===== config.mk =====
export PLATFORM = sky130hd
export DESIGN_NAME = mcu_port
export DESIGN_NICKNAME = d
export VERILOG_FILES = /design/src/rtl/mcu_port_pkg.sv /design/src/rtl/port_regs.sv /design/src/rtl/port_addr_latch.sv /design/src/rtl/port_pin_drive.sv /design/src/rtl/mcu_port.sv
export SDC_FILE = /design/constraint.sdc
export NUM_CORES = 1
export LEC_CHECK = 0
export BUFFER_PORTS_ARGS = -buffer_cell sky130_fd_sc_hd__buf_2
export CORE_ASPECT_RATIO = 0.8
export CORE_MARGIN = 2
export CORE_UTILIZATION = 54
export DETAILED_ROUTE_END_ITERATION = 16
export GPL_TIMING_DRIVEN = 1
export PLACE_DENSITY_LB_ADDON = 0.15
export SLEW_MARGIN = 10
export SYNTH_ARGS = -nofsm -noshare
export SYNTH_HDL_FRONTEND = slang
export SYNTH_SLANG_ARGS = --single-unit

===== constraint.sdc =====
create_clock -name clk -period 3.32 [get_ports clk]
set_input_delay 0.664 -clock clk [delete_from_list [all_inputs] [get_ports clk]]
set_output_delay 0.664 -clock clk [all_outputs]
set_load 0.02 [all_outputs]

===== src/rtl/mcu_port_pkg.sv =====
package mcu_port_pkg;
  localparam int PORT_W  = 8;
  localparam int OD_LSB  = PORT_W / 2;
  localparam int CAP_BIT = 2;
  localparam int RSV_BIT = 3;
  localparam logic [PORT_W-1:0] CFG_WMASK = ~(PORT_W'(1) << RSV_BIT);

  typedef enum logic [1:0] {
    FN_GPIO     = 2'd0,
    FN_LOGIC    = 2'd1,
    FN_ADDR_OUT = 2'd2,
    FN_ADDR_IN  = 2'd3
  } port_fn_e;

  typedef enum logic [1:0] {
    SEL_PINS = 2'd0,
    SEL_DOUT = 2'd1,
    SEL_DIR  = 2'd2,
    SEL_CFG  = 2'd3
  } reg_sel_e;

  // value a pin would present before open-drain shaping
  function automatic logic src_bit(port_fn_e fn, logic dout, logic lgc, logic adr);
    case (fn)
      FN_LOGIC:    return lgc;
      FN_ADDR_OUT: return adr;
      FN_ADDR_IN:  return 1'b0;
      default:     return dout;
    endcase
  endfunction

  // driver request before open-drain shaping
  function automatic logic drive_bit(port_fn_e fn, logic dir, logic oet);
    case (fn)
      FN_ADDR_OUT: return 1'b1;
      FN_ADDR_IN:  return 1'b0;
      default:     return dir | oet;
    endcase
  endfunction
endpackage


===== src/rtl/port_regs.sv =====
module port_regs
  import mcu_port_pkg::*;
(
  input  logic              clk,
  input  logic              rst_n,
  input  logic              wr_en,
  input  logic [1:0]        reg_sel,
  input  logic [PORT_W-1:0] wr_data,
  input  logic [PORT_W-1:0] pin_in,
  output logic [PORT_W-1:0] dout_q,
  output logic [PORT_W-1:0] dir_q,
  output logic [PORT_W-1:0] cfg_q,
  output logic [PORT_W-1:0] rd_data
);
  reg_sel_e sel;
  logic wr_dout, wr_dir, wr_cfg;

  assign sel     = reg_sel_e'(reg_sel);
  assign wr_dout = wr_en && (sel == SEL_DOUT);
  assign wr_dir  = wr_en && (sel == SEL_DIR);
  assign wr_cfg  = wr_en && (sel == SEL_CFG);

  always_ff @(posedge clk) begin
    if (!rst_n) begin
      dout_q <= '0;
      dir_q  <= '0;
      cfg_q  <= '0;
    end else begin
      if (wr_dout) dout_q <= wr_data;
      if (wr_dir)  dir_q  <= wr_data;
      if (wr_cfg)  cfg_q  <= wr_data & CFG_WMASK;
    end
  end

  always_comb begin
    case (sel)
      SEL_PINS: rd_data = pin_in;
      SEL_DOUT: rd_data = dout_q;
      SEL_DIR:  rd_data = dir_q;
      default:  rd_data = cfg_q;
    endcase
  end


  dout_load_chk: assert property (@(posedge clk) disable iff (!rst_n)
    (wr_en && reg_sel == 2'd1) |=> dout_q == $past(wr_data));


  cfg_rsv_zero_chk: assert property (@(posedge clk) disable iff (!rst_n)
    cfg_q[RSV_BIT] == 1'b0);


  pins_write_ignored_chk: assert property (@(posedge clk) disable iff (!rst_n)
    (wr_en && reg_sel == 2'd0) |=> ($stable(dout_q) && $stable(dir_q) && $stable(cfg_q)));
endmodule


===== src/rtl/port_addr_latch.sv =====
module port_addr_latch #(
  parameter int W = 8
) (
  input  logic         clk,
  input  logic         rst_n,
  input  logic         ale,
  input  logic [W-1:0] d,
  output logic [W-1:0] q
);
  logic [W-1:0] held_q;

  always_ff @(posedge clk) begin
    if (!rst_n)   held_q <= '0;
    else if (ale) held_q <= d;
  end

  // transparent while ale is high, holding once it falls
  assign q = ale ? d : held_q;


  latch_hold_chk: assert property (@(posedge clk) disable iff (!rst_n)
    (!ale ##1 !ale) |-> q == $past(q));
endmodule


===== src/rtl/port_pin_drive.sv =====
module port_pin_drive
  import mcu_port_pkg::*;
(
  input  logic              clk,
  input  logic              rst_n,
  input  port_fn_e          fn,
  input  logic [PORT_W-1:0] dout,
  input  logic [PORT_W-1:0] lgc,
  input  logic [PORT_W-1:0] adr,
  input  logic [PORT_W-1:0] dir,
  input  logic [PORT_W-1:0] oet,
  input  logic [PORT_W-1:0] od_en,
  output logic [PORT_W-1:0] pin_out,
  output logic [PORT_W-1:0] pin_oe
);
  logic [PORT_W-1:0] src_v, drv_req;

  for (genvar i = 0; i < PORT_W; i++) begin : g_pin
    assign src_v[i]   = src_bit(fn, dout[i], lgc[i], adr[i]);
    assign drv_req[i] = drive_bit(fn, dir[i], oet[i]);
    if (i >= OD_LSB) begin : g_od
      assign pin_out[i] = od_en[i] ? 1'b0 : src_v[i];
      assign pin_oe[i]  = drv_req[i] & (~od_en[i] | ~src_v[i]);

      od_never_high_chk: assert property (@(posedge clk) disable iff (!rst_n)
        (od_en[i] && pin_oe[i]) |-> !pin_out[i]);
    end else begin : g_pp
      assign pin_out[i] = src_v[i];
      assign pin_oe[i]  = drv_req[i];

      lower_push_pull_chk: assert property (@(posedge clk) disable iff (!rst_n)
        (fn == FN_GPIO) |-> pin_oe[i] == (dir[i] | oet[i]));
    end
  end


  addr_in_no_drive_chk: assert property (@(posedge clk) disable iff (!rst_n)
    (fn == FN_ADDR_IN) |-> pin_oe == '0);
endmodule


===== src/rtl/mcu_port.sv =====
module mcu_port
  import mcu_port_pkg::*;
(
  input  logic       clk,
  input  logic       rst_n,
  input  logic       wr_en,
  input  logic [1:0] reg_sel,
  input  logic [7:0] wr_data,
  output logic [7:0] rd_data,
  input  logic       ale,
  input  logic [7:0] addr_bus,
  input  logic [7:0] oe_term,
  input  logic [7:0] logic_out,
  input  logic [7:0] pin_in,
  output logic [7:0] pin_out,
  output logic [7:0] pin_oe,
  output logic [7:0] addr_hi
);
  logic [PORT_W-1:0] dout_q, dir_q, cfg_q, od_en, adr_lat, pin_lat;
  port_fn_e fn;
  logic     cap_en;

  assign fn     = port_fn_e'(cfg_q[1:0]);
  assign cap_en = cfg_q[CAP_BIT];
  assign od_en  = {cfg_q[PORT_W-1:OD_LSB], {OD_LSB{1'b0}}};

  port_regs u_regs (
    .clk(clk), .rst_n(rst_n), .wr_en(wr_en), .reg_sel(reg_sel),
    .wr_data(wr_data), .pin_in(pin_in),
    .dout_q(dout_q), .dir_q(dir_q), .cfg_q(cfg_q), .rd_data(rd_data)
  );

  port_addr_latch #(.W(PORT_W)) u_bus_lat (
    .clk(clk), .rst_n(rst_n), .ale(ale), .d(addr_bus), .q(adr_lat)
  );

  port_addr_latch #(.W(PORT_W)) u_pin_lat (
    .clk(clk), .rst_n(rst_n), .ale(ale), .d(pin_in), .q(pin_lat)
  );

  port_pin_drive u_drive (
    .clk(clk), .rst_n(rst_n), .fn(fn), .dout(dout_q), .lgc(logic_out),
    .adr(adr_lat), .dir(dir_q), .oet(oe_term), .od_en(od_en),
    .pin_out(pin_out), .pin_oe(pin_oe)
  );

  always_comb begin
    if (fn != FN_ADDR_IN) addr_hi = '0;
    else if (cap_en)      addr_hi = pin_lat;
    else                  addr_hi = pin_in;
  end


  addr_hi_idle_chk: assert property (@(posedge clk) disable iff (!rst_n)
    (fn != FN_ADDR_IN) |-> addr_hi == '0);
endmodule


==> flow_summary.ini, run 1 <==
[run_status]
outcome = finished, final reports clean

[synthesis]
synth-warning-count = 0
syn_area_um2 = 2240
synth_enable_flop_cells = 0
async_reset_ff_share_pct = 0
syn_nets = 277
synth_area_leaders = dfxtp_1 35%, mux2i_1 18%, nor2b_1 11%
yosys_register_bits = 39
yosysTopAreaCell = dfxtp_1
synth_top_area_share_pct = 34.8
avgSynthCellArea_um2 = 9.71
synth_cell_type_count = 26
syn-instance-count = 231
yosysSeqAreaShare_pct = 34.8
ys.flop_type = dfxtp_1

[placement]
hpwl_um = 3830
place_congestion = 0.801
post-place-cells = 345
port-buffer-count = 77
place_ws_ns = 0.658

[cts]
postCtsSetupBuffers = 0
path_clk_slew_ns = 0.07
cts_buffer_depth = 2
htree_levels = 2
cts_resized = 0
insertion_delay_ns = 0.29
numCtsBuffers = 5
cts_sinks = 39
cts_tree = built
cts_hold_repair.buffers = 0
cts.root.buffer_cell = clkbuf_8

[route]
drc = 0
drt_wl_total_um = 5430
wire_per_inst_um = 15.4
drtAntennaViolNets = 0
firstDrtPassIters = 4
drt_iter0_drc = 125
via_per_inst = 5.43
num_vias = 1916

[final_layout]
drive_above_1_share_pct = 33.9
diodes = 0
nNetsFinal = 343
instances_no_fill = 353
n_fill_cell = 322
area_growth_pct = 19.0
mostFrequentLayoutCell = buf_2
layout_common_cells = 77 x buf_2, 40 x mux2i_1, 39 x nor2b_1, 39 x dfxtp_1, 17 x nand2_1

[critical_path]
crit_slowest_cell = dfxtp_1
end_kind = primary output
arrival_ns = 2.09
critical_path.max_stage_delay_ns = 0.82
cp-start-kind = flip-flop
crit_chain = mux2_2, a211o_1, o21ai_0, buf_2
cp.required_ns = 2.66
crit_fanout = 22
criticalPathCategory = reg2out
r2r_slack_ns = 2.01

[timing]
relSlewSlack_pct = 49.5
fmax_ghz = 0.363
period_minus_slack_ns = 2.76
tightest_slew_ns = 0.757
fin_worst_skew_ns = 0
finalWorstSetupSlack_ns = 0.564
hold_violations = 0
period_share_pct = 83.0
finalSetupTns_ns = 0
rsz0062_at_grt = false
setup_viol = 0
drv_slew = 0
hold_ws_ns = 0.523

[floorplan]
num_rows = 20
io_pins = 78
core-area_um2 = 3880
die_h_um = 61.6
fp.dieW_um = 76.0
die-area_um2 = 4690
start_util_pct = 57.8

[global_routing]
antenna_found_initial = 0
grtUsageTotal_pct = 24.1
grt_pass1_vias = 1778
grt_max_degree = 40
grt-ovfl-total = 0
grt_pass1_wl_um = 8600

[power_and_ir_drop]
irDropWorstVdd_mv = 0.224
leakage_nw = 1.34
powerDensity_nw_per_um2 = 384

[hold_path]
hold_class = reg2reg

[run]
cap_violations = 0
## routing by layer
metal,GRT usage (%),vias to the layer above,part of all wire (%)
met1,31.7,886,48
met2,40.2,71,46
met3,4.84,10,5.3
li1,-,949,-
met5,0,-,0
met4,10.4,0,1.4
## flip-flops by register name, summed over array words and instances (netlist names)
register	count
u_pin_lat.held_q	8
u_regs.cfg_q	7
u_bus_lat.held_q	8
u_regs.dout_q	8
u_regs.dir_q	8
## worst max-delay path, delay by kind of cell (launching register included)
family	cells	cell delay, ns
flops	1	0.82
compound gates	2	0.37
mux	1	0.41
buf+inv	1	0.20
## cell usage after synthesis, types with 6 or more instances
cell and number:
mux4_2 7, nor2b_1 39, dfxtp_1 39, mux2i_1 40
a211o_1 8, a21oi_1 10, nand2_1 17, nor2_1 12
nand3b_1 7, buf_2 7, clkbuf_1 6
## final timing paths
path                            start                   to  depth (start not counted)
hold reg to reg   u_pin_lat.held_q[4]  u_pin_lat.held_q[4]                          2
setup / recovery      u_regs.cfg_q[0]            pin_oe[4]                          4
hold / removal    u_pin_lat.held_q[4]  u_pin_lat.held_q[4]                          2
setup reg to reg      u_regs.cfg_q[1]      u_regs.cfg_q[1]                          3
## kinds of logic after synthesis
kind of cell | count (synthesis) | share of synthesized area [%]
AO/OA/AOI/OAI | 40 | 12.7
AND/OR/NAND/NOR | 83 | 20.9
flip-flops | 39 | 34.8
multiplexers | 50 | 26.4
buffers and inverters | 19 | 5.19
## metrics by stage
stage                     power, W  cell area (um^2)  util, %
after floorplan           0.000656              2240        -
after global placement    0.000721              2590     66.7
after detailed placement  0.000724              2590     66.7
after CTS                  0.00103              2670     68.8
after global routing       0.00107              2670     68.8
final                      0.00102              2670     68.8
## area by class of cell
type	count	area, um^2	area share, %
clock buffer	7	76.3	2.86
sequential	39	781	29.3
clock inverter	1	5.00	0.188
tap	55	68.8	2.58
multi-input combinational	173	1350	50.4
timing repair buffer	78	393	14.7
## power breakdown
part / internal (W) / switching, W
clock: 0.000147 / 0.000163
sequential: 0.000489 / 0.0000176
combinational: 0.0000987 / 0.000109
total: 0.000735 / 0.000290
Power figures use the tool's default switching activity.
==> inputs of run 2 (changes only) <==
--- a/config.mk
+++ b/config.mk
@@ -5,10 +5,11 @@
 export SDC_FILE = /design/constraint.sdc
 export NUM_CORES = 1
 export LEC_CHECK = 0
+export ABC_AREA = 1
 export BUFFER_PORTS_ARGS = -buffer_cell sky130_fd_sc_hd__buf_2
 export CORE_ASPECT_RATIO = 0.8
 export CORE_MARGIN = 2
-export CORE_UTILIZATION = 54
+export CORE_UTILIZATION = 49
 export DETAILED_ROUTE_END_ITERATION = 16
 export GPL_TIMING_DRIVEN = 1
 export PLACE_DENSITY_LB_ADDON = 0.15
==> constraint.sdc (replaced) <==
create_clock -name clk -period 2.7 [get_ports clk]
set_input_delay 0.54 -clock clk [delete_from_list [all_inputs] [get_ports clk]]
set_output_delay 0.54 -clock clk [all_outputs]
set_load 0.02 [all_outputs]
==> run 2 against run 1 <==
Wire length grew 13%. Critical path depth grew 3. Total power grew 32%. Clock skew is the same. Sequential power grew 23%. Global-route usage grew 2.3 points. Sequential cell count is the same. Synthesized cell count grew 42%. Final cell count grew 30%. First-iteration DRC count grew 62%.
==> flow_summary.ini, run 2 <==
[run_status]
outcome = finished, final reports clean

[floorplan]
die_h_um = 63.0
fp.dieW_um = 77.8
num_rows = 21
die-area_um2 = 4900
start_util_pct = 51.1
io_pins = 78
core-area_um2 = 4180

[power_and_ir_drop]
powerDensity_nw_per_um2 = 517
irDropWorstVdd_mv = 0.279
power_w = 0.00136
leakage_nw = 1.35

[final_layout]
diodes = 0
layout_common_cells = 99 x nand2_1, 77 x buf_2, 45 x inv_1
seqCellArea_um2 = 781
nNetsFinal = 447
area_growth_pct = 22.9
n_fill_cell = 426
fin_util_pct = 62.8
mostFrequentLayoutCell = nand2_1
drive_above_1_share_pct = 23.6
multi_input_area_um2 = 1090

[critical_path]
path_common_cell = inv_1
worstReg2RegStart = u_regs.cfg_q[1]
crit_fanout = 18
cp-start-kind = flip-flop
criticalPathCategory = reg2out
crit_path_start = u_regs.cfg_q[1]
arrival_ns = 1.89
cp.required_ns = 2.16
end_kind = primary output
cp-endpoint = pin_oe[4]
r2r_cells = 2
crit_chain = inv_1, nor2_4, inv_1, nand2_1, nand2_1, inv_1, buf_2
r2r_slack_ns = 1.64
reg2reg_to = u_regs.cfg_q[1]
critical_path.max_stage_delay_ns = 0.38
crit_slowest_cell = dfxtp_1

[route]
firstDrtPassIters = 4
drt_wl_total_um = 6110
wire_per_inst_um = 13.3
drtAntennaViolNets = 0
num_vias = 2342
drc = 0
via_per_inst = 5.10
drt_iter0_drc = 202

[cts]
cts_buffer_depth = 2
cts_resized = 0
postCtsSetupBuffers = 0
insertion_delay_ns = 0.30
cts_hold_repair.buffers = 0
cts.root.buffer_cell = clkbuf_8
cts_tree = built
path_clk_slew_ns = 0.07
htree_levels = 2
cts_sinks = 39
numCtsBuffers = 5

[global_routing]
grt_max_degree = 26
grt-ovfl-total = 0
antenna_found_initial = 0
grtUsageTotal_pct = 26.4
grt_pass1_wl_um = 10100
grt_pass1_vias = 2127

[run]
cap_violations = 0

[placement]
place_congestion = 0.906
port-buffer-count = 77
hpwl_um = 4470

[timing]
period_minus_slack_ns = 2.43
rsz0062_at_grt = false
period_share_pct = 90.1
hold_violations = 0
hold_ws_ns = 0.477
setup_viol = 0
tightest_slew_ns = 0.590
relSlewSlack_pct = 60.6
drv_slew = 0
fmax_ghz = 0.411
fin_worst_skew_ns = 0
finalSetupTns_ns = 0

[synthesis]
synth-warning-count = 0
syn-instance-count = 329
synth_mux_area_share_pct = 0
yosysSeqAreaShare_pct = 36.6
synth_xor_area_share_pct = 0
synth_top_family_by_area = simple AND/OR/NAND/NOR gates
async_reset_ff_share_pct = 0
syn_nets = 375
yosys_register_bits = 39
synth_most_common_cell = nand2_1
synth_cell_type_count = 22
synth_compound_area_share_pct = 24.7
syn_area_um2 = 2130
synth_enable_flop_cells = 0
yosys-top-cells-count = 99 x nand2_1, 45 x inv_1, 39 x dfxtp_1
synth_fa_ha_area_share_pct = 0
synthSimpleGateAreaFrac_pct = 26.6
avgSynthCellArea_um2 = 6.49
ys.flop_type = dfxtp_1
synth_top_area_share_pct = 36.6
synth_area_leaders = dfxtp_1 37%, nand2_1 17%, a21oi_1 8.9%
yosysTopAreaCell = dfxtp_1

[hold_path]
hold_class = reg2reg
hold_start = u_bus_lat.held_q[7]
==> run 2: cell types whose count changed in the layout (fill, tap and decap cells not counted), moves of 5 or more <==
cell / previous run / this run
nand3_1: 0 / 18
inv_1: 0 / 45
o21ai_0: 5 / 28
mux4_2: 7 / 0
o2111ai_1: 0 / 7
nand3b_1: 7 / 0
o21a_1: 0 / 8
o31a_1: 5 / 0
mux2i_1: 40 / 0
a211o_1: 8 / 0
nand2_1: 17 / 99
a21oi_1: 10 / 38
nor2b_1: 39 / 0
o211ai_1: 0 / 5
==> run 2: how the worst min path moves through the flow <==
| stage | end | slack, ns | cells past startpoint |
|---|---|---|---|
| 2_1_floorplan | u_regs.dout_q[0] | 0.44 | 2 |
| 6_report | u_bus_lat.held_q[7] | 0.48 | 2 |
| 5_1_grt | u_bus_lat.held_q[1] | 0.49 | 2 |
| 4_1_cts | u_bus_lat.held_q[6] | 0.47 | 2 |
| 3_3_place_gp | u_bus_lat.held_q[4] | 0.46 | 2 |
| 3_5_place_dp | u_bus_lat.held_q[6] | 0.46 | 2 |
==> run 2: cell families after synthesis <==
kind of cell    after synthesis
simple gates                137
buf+inv                      61
compound gates               92
flops                        39
==> run 2: critical path: cells and delay by family, from the launching register on <==
family / cells / cell delay (ns)
buffers and inverters: 4 / 0.70
flip-flops: 1 / 0.38
AND/OR/NAND/NOR: 3 / 0.50
==> run 2: metal layers <==
metal / track usage (%) / wire length [um] / vias to the layer above
met2: 38.7 / 2560 / 84
met1: 38.4 / 2950 / 1041
met3: 6.50 / 529 / 7
met5: 0 / 0 / -
li1: - / - / 1210
met4: 7.37 / 69 / 0
==> run 2: power breakdown <==
| part | internal, W | total [W] | leakage (nW) | switching [W] |
|---|---|---|---|---|
| combinational | 0.000103 | 0.000298 | 0.980 | 0.000196 |
| sequential | 0.000605 | 0.000620 | 0.320 | 0.0000148 |
| clock | 0.000233 | 0.000439 | 0.0515 | 0.000206 |
| total | 0.000940 | 0.00136 | 1.35 | 0.000416 |
==> run 2: layout make-up <==
class                   count  share of cell area (%)
inverters                  48                    7.06
clock buffers               8                    3.81
well taps                  57                    2.72
flip-flops and latches     39                    29.8
repair buffers             78                    15.0
multi-input cells         229                    41.7
==> run 2: through the flow <==
stage          std cells  instance area, um^2  setup slack, ns
3_5_place_dp         451                 2520            0.371
5_1_grt              459                 2620           0.0810
6_report             459                 2620            0.269
3_3_place_gp         451                 2520            0.390
4_1_cts              459                 2620            0.243
2_1_floorplan        329                 2130            0.773
==> inputs of run 3 (changes only) <==
--- a/config.mk
+++ b/config.mk
@@ -12,6 +12,7 @@
 export CORE_UTILIZATION = 49
 export DETAILED_ROUTE_END_ITERATION = 16
 export GPL_TIMING_DRIVEN = 1
+export MAX_ROUTING_LAYER = met4
 export PLACE_DENSITY_LB_ADDON = 0.15
 export SLEW_MARGIN = 10
 export SYNTH_ARGS = -nofsm -noshare
==> run 3 against run 2 <==
Clock power is essentially flat. Wire length grew 0.26%. Sequential cell count is the same. Total power down 0.15%. Setup slack got worse by 0.029 ns. First-iteration DRC count decreased by 5.0%. Largest power group unchanged. Critical path depth is the same.
==> flow_summary.ini, run 3 (synthesis gave the netlist of run 2 again) <==
[placement]
post-place-cells = 451
port-buffer-count = 77
place_congestion = 0.922
hpwl_um = 4470

[timing]
drv_slew = 0
tightest_slew_ns = 0.613
setup_viol = 0
fmax_ghz = 0.406
hold_violations = 0
rsz0062_at_grt = false
hold_ws_ns = 0.476
relSlewSlack_pct = 59.1
period_minus_slack_ns = 2.46
fin_worst_skew_ns = 0
finalSetupTns_ns = 0
period_share_pct = 91.1

[global_routing]
grt_pass1_vias = 2124
grtUsageTotal_pct = 27.2
grt_pass1_wl_um = 10100
grt_max_degree = 26
antenna_found_initial = 0
grt-ovfl-total = 0

[floorplan]
die-area_um2 = 4900
die_h_um = 63.0
fp.dieW_um = 77.8
io_pins = 78
num_rows = 21
core-area_um2 = 4180
start_util_pct = 51.1

[final_layout]
area_growth_pct = 22.9
instances_no_fill = 459
nNetsFinal = 447
diodes = 0
drive_above_1_share_pct = 23.6
layout_common_cells = 99 x nand2_1, 77 x buf_2, 45 x inv_1
mostFrequentLayoutCell = nand2_1

[hold_path]
hold_start = u_bus_lat.held_q[1]
hold_class = reg2reg

[critical_path]
cp.required_ns = 2.16
criticalPathCategory = reg2out
arrival_ns = 1.92
cp-start-kind = flip-flop
crit_path_start = u_regs.cfg_q[1]
crit_fanout = 18
worstReg2RegStart = u_regs.cfg_q[1]
end_kind = primary output

[cts]
cts_hold_repair.buffers = 0
postCtsSetupBuffers = 0
cts.root.buffer_cell = clkbuf_8
cts_tree = built
insertion_delay_ns = 0.30
numCtsBuffers = 5
cts_sinks = 39
cts_buffer_depth = 2
htree_levels = 2
cts_resized = 0
path_clk_slew_ns = 0.07

[route]
firstDrtPassIters = 4
via_per_inst = 5.12
drtAntennaViolNets = 0
drt_wl_total_um = 6130
wire_per_inst_um = 13.3
drt_iter0_drc = 192
drc = 0
num_vias = 2352

[power_and_ir_drop]
power_w = 0.00135
leakage_nw = 1.35
irDropWorstVdd_mv = 0.278
powerDensity_nw_per_um2 = 516

[run_status]
outcome = finished, final reports clean

[run]
cap_violations = 0
-- run 3: final timing paths --
check	cells past startpoint	slack, ns	to
worst max-delay path	7	0.24	pin_oe[5]
worst min-delay path	2	0.48	u_bus_lat.held_q[1]
worst max register to register	2	1.62	u_regs.cfg_q[1]
worst min register to register	2	0.48	u_bus_lat.held_q[1]
-- run 3: final cells by class --
cell class | instances | area (um^2)
fillers | 426 | 1550
multi-input cells | 229 | 1090
flip-flops and latches | 39 | 781
repair buffers | 78 | 393
inverters | 48 | 185
clock buffers | 8 | 100
well taps | 57 | 71.3
-- run 3: power breakdown --
group,internal [W],switching (W)
logic,0.000103,0.000196
clock network,0.000233,0.000204
registers,0.000605,0.0000148
-- run 3: worst max-delay path, cell delays in order, from the launching register on --
cell and delay, ns:
dfxtp_1 0.34, inv_1 0.47, o21ai_0 0.32, nand2_1 0.17, nand3_1 0.09, nand2_1 0.06
inv_1 0.03, buf_2 0.14
-- run 3: per-stage QoR --
step / utilization (%) / area (um^2) / setup WS [ns]
detailed placement: 60.4 / 2520 / 0.371
finish: 62.8 / 2620 / 0.239
global placement: 60.4 / 2520 / 0.390
global route: 62.8 / 2620 / 0.0810
floorplan: - / 2130 / 0.773
CTS: 62.8 / 2620 / 0.243
-- run 3: per-layer routing --
metal	up-vias	track usage, %	routed length [um]
li1	1208	-	-
met1	1044	38.4	2850
met2	93	38.7	2590
met3	7	6.50	620
met4	0	7.37	70
met5	-	-	0
